--- config.mk ---
export PLATFORM = sky130hd
export DESIGN_NAME = victim_buffer
export DESIGN_NICKNAME = d
export VERILOG_FILES = /design/src/rtl/vb_pkg.sv /design/src/rtl/vb_datapath.sv /design/src/rtl/vb_control.sv /design/src/rtl/victim_buffer.sv
export SDC_FILE = /design/constraint.sdc
export NUM_CORES = 2
export LEC_CHECK = 0
export BUFFER_PORTS_ARGS = -buffer_cell sky130_fd_sc_hd__clkbuf_2
export CORE_AREA = 2 2 624 626
export CTS_CLUSTER_SIZE = 24
export DETAILED_ROUTE_END_ITERATION = 16
export DIE_AREA = 0 0 626 628
export SYNTH_ARGS = -nofsm -noshare
export SYNTH_HDL_FRONTEND = slang
export SYNTH_HIERARCHICAL = 1
export SYNTH_SLANG_ARGS = --single-unit
--- constraint.sdc ---
create_clock -name clk -period 126 [get_ports clk]
set_input_delay 6.3 -clock clk [delete_from_list [all_inputs] [get_ports clk]]
set_output_delay 6.3 -clock clk [all_outputs]
set_load 0.005 [all_outputs]
--- src/rtl/vb_pkg.sv ---
package vb_pkg;

  // Strobes from the control to the entry datapath.
  typedef struct packed {
    logic wrEn;    // write the offered line into the selected entry
    logic clrEn;   // mark the selected entry empty
    logic wbLoad;  // copy the selected entry into the writeback register
  } vbCtrl_t;

endpackage

--- src/rtl/vb_datapath.sv ---
module vb_datapath
  import vb_pkg::*;
#(
  parameter int NUM_ENTRIES = 4,
  parameter int LINE_ADDR_W = 26,
  parameter int LINE_DATA_W = 512,
  localparam int IDX_W = $clog2(NUM_ENTRIES)
) (
  input  logic                   clk,
  input  logic                   rstN,
  input  vbCtrl_t                ctrl,
  input  logic [IDX_W-1:0]       wrIdx,
  input  logic                   lookupValid,
  input  logic [LINE_ADDR_W-1:0] lookupAddr,
  input  logic [LINE_ADDR_W-1:0] insAddr,
  input  logic [LINE_DATA_W-1:0] insData,
  input  logic                   insDirty,
  input  logic                   wbReady,
  output logic [NUM_ENTRIES-1:0] matchVec,
  output logic [NUM_ENTRIES-1:0] validVec,
  output logic [NUM_ENTRIES-1:0] dirtyVec,
  output logic [LINE_DATA_W-1:0] hitData,
  output logic                   hitDirty,
  output logic                   wbValid,
  output logic [LINE_ADDR_W-1:0] wbAddr,
  output logic [LINE_DATA_W-1:0] wbData
);

  logic                   validQ [NUM_ENTRIES];
  logic                   dirtyQ [NUM_ENTRIES];
  logic [LINE_ADDR_W-1:0] addrQ  [NUM_ENTRIES];
  logic [LINE_DATA_W-1:0] dataQ  [NUM_ENTRIES];

  logic                   wbValidQ;
  logic [LINE_ADDR_W-1:0] wbAddrQ;
  logic [LINE_DATA_W-1:0] wbDataQ;

  for (genvar e = 0; e < NUM_ENTRIES; e++) begin : gEntry
    logic sel;
    assign sel = (wrIdx == IDX_W'(e));

    always_ff @(posedge clk) begin
      if (!rstN) begin
        validQ[e] <= 1'b0;
        dirtyQ[e] <= 1'b0;
      end else if (ctrl.wrEn && sel) begin
        validQ[e] <= 1'b1;
        dirtyQ[e] <= insDirty;
      end else if (ctrl.clrEn && sel) begin
        validQ[e] <= 1'b0;
        dirtyQ[e] <= 1'b0;
      end
    end

    always_ff @(posedge clk) begin
      if (ctrl.wrEn && sel) begin
        addrQ[e] <= insAddr;
        dataQ[e] <= insData;
      end
    end

    // Parallel tag compare: one comparator per entry.
    assign matchVec[e] = validQ[e] && (addrQ[e] == lookupAddr);
    assign validVec[e] = validQ[e];
    assign dirtyVec[e] = dirtyQ[e];
  end

  // At most one entry matches, so an OR of gated entries forms the mux.
  always_comb begin
    hitData  = '0;
    hitDirty = 1'b0;
    for (int e = 0; e < NUM_ENTRIES; e++) begin
      if (matchVec[e]) begin
        hitData  = hitData | dataQ[e];
        hitDirty = hitDirty | dirtyQ[e];
      end
    end
  end

  always_ff @(posedge clk) begin
    if (!rstN) begin
      wbValidQ <= 1'b0;
    end else if (ctrl.wbLoad) begin
      wbValidQ <= 1'b1;
    end else if (wbReady) begin
      wbValidQ <= 1'b0;
    end
  end

  always_ff @(posedge clk) begin
    if (ctrl.wbLoad) begin
      wbAddrQ <= addrQ[wrIdx];
      wbDataQ <= dataQ[wrIdx];
    end
  end

  assign wbValid = wbValidQ;
  assign wbAddr  = wbAddrQ;
  assign wbData  = wbDataQ;

  assert_single_match_R2: assert property (@(posedge clk) disable iff (!rstN)
    lookupValid |-> $onehot0(matchVec));

  assert_wb_hold_R5: assert property (@(posedge clk) disable iff (!rstN)
    (wbValid && !wbReady) |=> (wbValid && $stable(wbAddr) && $stable(wbData)));

  assert_wb_no_clobber_R6: assert property (@(posedge clk) disable iff (!rstN)
    ctrl.wbLoad |-> !(wbValidQ && !wbReady));

endmodule

--- src/rtl/vb_control.sv ---
module vb_control
  import vb_pkg::*;
#(
  parameter int NUM_ENTRIES = 4,
  localparam int IDX_W = $clog2(NUM_ENTRIES)
) (
  input  logic                   clk,
  input  logic                   rstN,
  input  logic                   lookupValid,
  input  logic                   insValid,
  input  logic                   wbValid,
  input  logic                   wbReady,
  input  logic [NUM_ENTRIES-1:0] matchVec,
  input  logic [NUM_ENTRIES-1:0] validVec,
  input  logic [NUM_ENTRIES-1:0] dirtyVec,
  output vbCtrl_t                ctrl,
  output logic [IDX_W-1:0]       wrIdx,
  output logic                   lookupHit,
  output logic                   insReady
);

  localparam logic [IDX_W-1:0] LAST_IDX = IDX_W'(NUM_ENTRIES - 1);

  logic [IDX_W-1:0] ptrQ;
  logic [IDX_W-1:0] hitIdx;
  logic [IDX_W-1:0] freeIdx;
  logic [IDX_W-1:0] victimIdx;
  logic             hasFree;
  logic             anyHit;
  logic             swapFire;
  logic             freeFire;
  logic             insFire;

  assign anyHit = lookupValid && (|matchVec);

  always_comb begin
    hitIdx = '0;
    for (int e = 0; e < NUM_ENTRIES; e++) begin
      if (matchVec[e]) hitIdx = IDX_W'(e);
    end
  end

  // Lowest-numbered empty entry wins: scan from the top down.
  always_comb begin
    freeIdx = '0;
    hasFree = 1'b0;
    for (int e = NUM_ENTRIES - 1; e >= 0; e--) begin
      if (!validVec[e]) begin
        freeIdx = IDX_W'(e);
        hasFree = 1'b1;
      end
    end
  end

  assign victimIdx = hasFree ? freeIdx : ptrQ;
  assign insReady  = !wbValid || wbReady;
  assign swapFire  = anyHit && insValid;
  assign freeFire  = anyHit && !insValid;
  assign insFire   = insValid && !anyHit && insReady;

  assign wrIdx       = anyHit ? hitIdx : victimIdx;
  assign ctrl.wrEn   = swapFire || insFire;
  assign ctrl.clrEn  = freeFire;
  assign ctrl.wbLoad = insFire && validVec[victimIdx] && dirtyVec[victimIdx];
  assign lookupHit   = anyHit;

  always_ff @(posedge clk) begin
    if (!rstN) begin
      ptrQ <= '0;
    end else if (insFire) begin
      ptrQ <= (ptrQ == LAST_IDX) ? '0 : ptrQ + 1'b1;
    end
  end

  assert_fill_grows_R3: assert property (@(posedge clk) disable iff (!rstN)
    (insFire && !(&validVec)) |=>
      ($countones(validVec) == $past($countones(validVec)) + 1));

  assert_swap_keeps_count_R7: assert property (@(posedge clk) disable iff (!rstN)
    swapFire |=> ($countones(validVec) == $past($countones(validVec))));

  assert_hit_frees_R8: assert property (@(posedge clk) disable iff (!rstN)
    freeFire |=> ($countones(validVec) + 1 == $past($countones(validVec))));

  assert_stalled_insert_ignored_R6: assert property (@(posedge clk) disable iff (!rstN)
    (insValid && !insReady && !anyHit) |=> $stable(validVec));

endmodule

--- src/rtl/victim_buffer.sv ---
module victim_buffer
  import vb_pkg::*;
#(
  parameter int NUM_ENTRIES = 4,
  parameter int LINE_ADDR_W = 26,
  parameter int LINE_DATA_W = 512
) (
  input  logic                   clk,
  input  logic                   rstN,
  input  logic                   lookupValid,
  input  logic [LINE_ADDR_W-1:0] lookupAddr,
  output logic                   lookupHit,
  output logic [LINE_DATA_W-1:0] lookupData,
  output logic                   lookupDirty,
  input  logic                   insValid,
  output logic                   insReady,
  input  logic [LINE_ADDR_W-1:0] insAddr,
  input  logic [LINE_DATA_W-1:0] insData,
  input  logic                   insDirty,
  output logic                   wbValid,
  input  logic                   wbReady,
  output logic [LINE_ADDR_W-1:0] wbAddr,
  output logic [LINE_DATA_W-1:0] wbData
);

  localparam int IDX_W = $clog2(NUM_ENTRIES);

  initial begin
    assert (NUM_ENTRIES == 4 || NUM_ENTRIES == 8)
      else $error("victim_buffer: entry count must be 4 or 8");
  end

  vbCtrl_t                ctrl;
  logic [IDX_W-1:0]       wrIdx;
  logic [NUM_ENTRIES-1:0] matchVec;
  logic [NUM_ENTRIES-1:0] validVec;
  logic [NUM_ENTRIES-1:0] dirtyVec;

  vb_control #(.NUM_ENTRIES(NUM_ENTRIES)) control_i (
    .clk         (clk),
    .rstN        (rstN),
    .lookupValid (lookupValid),
    .insValid    (insValid),
    .wbValid     (wbValid),
    .wbReady     (wbReady),
    .matchVec    (matchVec),
    .validVec    (validVec),
    .dirtyVec    (dirtyVec),
    .ctrl        (ctrl),
    .wrIdx       (wrIdx),
    .lookupHit   (lookupHit),
    .insReady    (insReady)
  );

  vb_datapath #(
    .NUM_ENTRIES (NUM_ENTRIES),
    .LINE_ADDR_W (LINE_ADDR_W),
    .LINE_DATA_W (LINE_DATA_W)
  ) datapath_i (
    .clk         (clk),
    .rstN        (rstN),
    .ctrl        (ctrl),
    .wrIdx       (wrIdx),
    .lookupValid (lookupValid),
    .lookupAddr  (lookupAddr),
    .insAddr     (insAddr),
    .insData     (insData),
    .insDirty    (insDirty),
    .wbReady     (wbReady),
    .matchVec    (matchVec),
    .validVec    (validVec),
    .dirtyVec    (dirtyVec),
    .hitData     (lookupData),
    .hitDirty    (lookupDirty),
    .wbValid     (wbValid),
    .wbAddr      (wbAddr),
    .wbData      (wbData)
  );

endmodule

==> results.txt <==
----------------------------------------------------
[Finish]
  Highest-count cells in the layout ignoring fill and taps ... 2696 x sky130_fd_sc_hd__edfxtp_1, 2589 x sky130_fd_sc_hd__nand4_1, 1623 x sky130_fd_sc_hd__clkbuf_2, 538 x sky130_fd_sc_hd__mux4_2, 314 x sky130_fd_sc_hd__clkbuf_16
  Fraction of final layout cells sized beyond drive strength 1 ... 33.25%
  Most common cell after layout, fill and taps aside ... sky130_fd_sc_hd__edfxtp_1
  Non-filler instance count after layout ... 13670
  FILL cells ... 36380
  Syn-to-layout area delta ... 19.13%
  Final instance area ... 137300 um2
  Final-stage net count ... 8679

[Hold path]
  Worst Hold Path Cells ... 2
  Launch instance of the worst min-delay path ... control_i/ptrQ[0]
  Path class of the lowest-slack min-delay path ... register to register
  Hold Crit Endpoint ... control_i/ptrQ[0]

[GRT]
  GR Util met3 ... 6.855%
  Antenna violations before repair ... 163
  Largest net degree at the start of global routing ... 148
  Number of global-route vias before repair ... 81960
  Most utilized layer in the global route result ... met2
  Sum of overflow across all layers after global routing ... 0
  Total routing resource utilization after global routing ... 23.81%
  GR met1 Demand/Resource ... 29.48%
  Wire length of the first global-routing pass ... 674.6 mm
  GR Util met2 ... 35.66%

[STA]
  Final setup margin ... 107.10 ns
  Highest clock rate ... 52.90 MHz
  Clock period minus final worst setup slack ... 18.90 ns
  Count of pins over their slew limit ... 0
  Pin slew with the least headroom to its limit ... 1.397 ns
  Worst-case headroom to the max-slew limit ... 6.841%
  Setup-violating endpoint count in the final report ... 0
  Summed negative setup slack over all endpoints ... 0 ns
  Crit share post-route ... 15.00%
  Skew final ... 0.04639 ns
  Unrepaired setup endpoints after global routing ... false
  Final hold viol count ... 0

[Critical path]
  Cell mode on critical path ... sky130_fd_sc_hd__buf_4
  FF-to-FF Start ... datapath_i/addrQ[1][4]
  CP cell instances ... clkbuf_2 -> xnor2_1 -> nand4_1 -> nor2_4 -> buf_4 -> buf_4 -> buf_4 -> buf_4 -> buf_4 -> nand4_1 -> nand4_1 -> clkbuf_2
  Dominant delay contributor by cell family on the critical path ... buffers and inverters
  Worst-case register-to-register setup slack ... 116.58 ns
  Worst endpoint data arrival time ... 12.60 ns
  Type of element launching the critical path ... primary input
  Req. time, crit path ... 119.70 ns
  Worst setup EP type ... output port
  Count of cells along the worst register-to-register path ... 15
  CP Class ... primary input to output port
  Crit path buffers/inverters ... 7
  Reg-to-Reg End ... datapath_i/dataQ[3][189]
  Slowest stage cell on the critical path ... sky130_fd_sc_hd__buf_4
  Largest stage delay, worst path ... 0.87 ns
  Top fanout value on the critical path ... 64

[Synth]
  Fraction of the yosys area taken by sequential cells ... 70.32%
  Synthesized area ... 115300 um2
  Syn nets ... 7401
  Post-synthesis sequential element count ... 2701
  Area share of the largest cell type after synthesis ... 70.23%
  Syn_area_per_cell ... 16.88 um2
  Post-Synth Adder-Cell Area ... 0.01085%
  FFs w/ async S/R, synth ... 0%
  Number of enable flip-flop cells after synthesis ... 2696
  Xor and xnor fraction of the mapped netlist area ... 0.7902%
  Portion of netlist area occupied by mux cells ... 10.53%
  Synth warn ... 6
  Combinational family with the most area after synthesis ... simple AND/OR/NAND/NOR gates
  Leading area contributor after synthesis ... sky130_fd_sc_hd__edfxtp_1
  Number of library cell types mapped by synthesis ... 43
  Compound-Gate Fraction of Synth Area ... 0.1248%
  Instance count of the mapped netlist ... 6830
  Largest cells by area after synthesis ... sky130_fd_sc_hd__edfxtp_1 70%, sky130_fd_sc_hd__nand4_1 14%, sky130_fd_sc_hd__mux4_2 11%
  Commonest register cell after synthesis ... sky130_fd_sc_hd__edfxtp_1
  Simple-gate share of the synthesized area ... 14.31%

[Drt]
  Number of routed nets with antenna violations ... 0
  Vias after detailed routing ... 85010
  Average wire per cell in the routed design ... 36.03 um
  Average vias per placed instance ... 6.219
  Number of iterations in the first detailed-routing pass ... 6
  Drt first-iter violations ... 12350
  Number of design rule violations left after detail routing ... 0
  Total wire length ... 492.5 mm

[Place]
  RD Place Congestion ... 0.8954
  DP Cell Count ... 13000
  Number of buffer cells added on primary ports ... 1623
  Estimated wirelength of the detail-placed design ... 307.2 mm
  Placed standard-cell area ... 127100 um2
  Setup slack after placement ... 107.42 ns

[Floorplanning]
  Number of standard-cell rows in the floorplan ... 229
  Count of pins on the block boundary ... 1624
  Core Box Area ... 387100 um2
  Die outline height ... 628 um
  Die span in x ... 626 um
  Initial Util ... 29.78%
  Total Die Area ... 393100 um2

[Clock network]
  CTS Buffer Depth ... 4
  Post-CTS setup buffer count ... 0
  Number of clock buffers inserted by TritonCTS ... 306
  Quantity of hold-fixing buffers added after cts ... 0
  Clock latency reported for the late side of the worst-skew pair ... 0.92 ns
  Number of levels in the clock H-tree ... 5
  Clock input transition at the sequential cells of the worst setup and hold paths ... 0.06 ns
  Clock tree from TritonCTS ... yes
  Clock tree sinks ... 2701
  Clock Root Buffer ... sky130_fd_sc_hd__clkbuf_16
  Resized cells post-CTS ... 0

[Power]
  IR drop worst, VDD ... 12.71 uV
  Standby leakage power ... 0.04442 uW
  Pwr per Cell Area ... 15.22 nW/um2

[Flow run]
  Max-Cap Viols ... 0

[Status]
  Status ... finished clean

----------------------------------------------------
==> final cells by class <==
type	instances	area [um2]	share of cell area, %
Clock inverter	172	1827	1.330
Timing Repair Buffer	1792	9679	7.049
Inverter	4	15.01	0.01093
Tap cell	5197	6502	4.735
Clock buffer	381	8139	5.927
Antenna cell	119	297.8	0.2169
Multi-Input combinational cell	3303	29800	21.70
Sequential cell	2701	81060	59.03
==> worst max path at each step <==
| stage | start | slack (ns) | to | cells past startpoint |
|---|---|---|---|---|
| after floorplan | lookupAddr[13] | 30.03 | datapath_i/wbValid | 12 |
| after global placement | lookupAddr[8] | 107.47 | lookupData[206] | 12 |
| after detailed placement | lookupAddr[8] | 107.42 | lookupData[206] | 12 |
| after CTS | lookupAddr[8] | 107.37 | lookupData[206] | 12 |
| after global routing | lookupAddr[8] | 107.22 | lookupData[206] | 12 |
| final | lookupAddr[8] | 107.10 | lookupData[206] | 12 |
==> metrics by stage <==
stage	utilization (%)	hold WS (ns)	total power, uW
detailed placement	32.82	0.5031	1206
CTS	35.40	0.5150	2099
finish	35.48	0.5170	2090
floorplan	-	0.4735	1167
global placement	32.82	0.4888	1203
global route	35.46	0.5519	2141
==> flip-flops by register name, indices dropped and copies added, names as in the netlist <==
register            count
datapath_i/wbData     512
datapath_i/validQ       4
datapath_i/dirtyQ       4
datapath_i/wbAddr      26
control_i/ptrQ          2
datapath_i/dataQ     2048
datapath_i/addrQ      104
datapath_i/wbValid      1
==> layer usage <==
| layer | up-vias | wire length, um |
|---|---|---|
| li1 | 32400 | - |
| met1 | 43580 | 169100 |
| met2 | 7586 | 220500 |
| met3 | 1368 | 62110 |
| met4 | 78 | 40320 |
| met5 | - | 545 |
==> synthesized netlist by cell type, drive strengths merged, types with 2 or more instances <==
cell    instances
a21oi           3
and3            4
buf           535
clkbuf        287
dfxtp           5
edfxtp       2696
inv             4
mux2i           2
mux4          538
nand2           9
nand2b          2
nand3           3
nand4        2589
nor2           13
nor2b           6
nor3            7
nor4            4
o21a            2
o21ai           5
o31ai           2
xnor2          92
xor2           12
==> worst reg2reg max path: stages (launching register included) <==
cell and delay, ns:
sky130_fd_sc_hd__edfxtp_1 0.40, sky130_fd_sc_hd__xnor2_1 0.44, sky130_fd_sc_hd__nand4_1 0.23, sky130_fd_sc_hd__nor2_4 0.71, sky130_fd_sc_hd__buf_4 0.94, sky130_fd_sc_hd__and3_1 0.42, sky130_fd_sc_hd__o41ai_4 0.15, sky130_fd_sc_hd__o21ai_4 0.18
sky130_fd_sc_hd__buf_4 0.59, sky130_fd_sc_hd__nand2_1 0.33, sky130_fd_sc_hd__nor2_4 0.18, sky130_fd_sc_hd__buf_12 0.69, sky130_fd_sc_hd__buf_4 1.05, sky130_fd_sc_hd__buf_4 0.86, sky130_fd_sc_hd__buf_4 0.80, sky130_fd_sc_hd__buf_4 0.96
==> power breakdown <==
part / internal [uW] / switching (uW)
Sequential: 1030 / 13.2
Combinational: 49.4 / 98.9
Clock: 521 / 379
==> cell families (layout without fill, tap and decap cells) <==
logic type,after synthesis,count (layout)
muxes,540,540
buffers and inverters,826,2349
and+or+nand+nor,2639,2639
adders and majority gates,1,1
xor gates and xnor gates,104,104
other,0,119
DFF,2701,2701
AOI/OAI and AO/OA,19,19
Note: power is estimated with default switching activity, not from simulation.
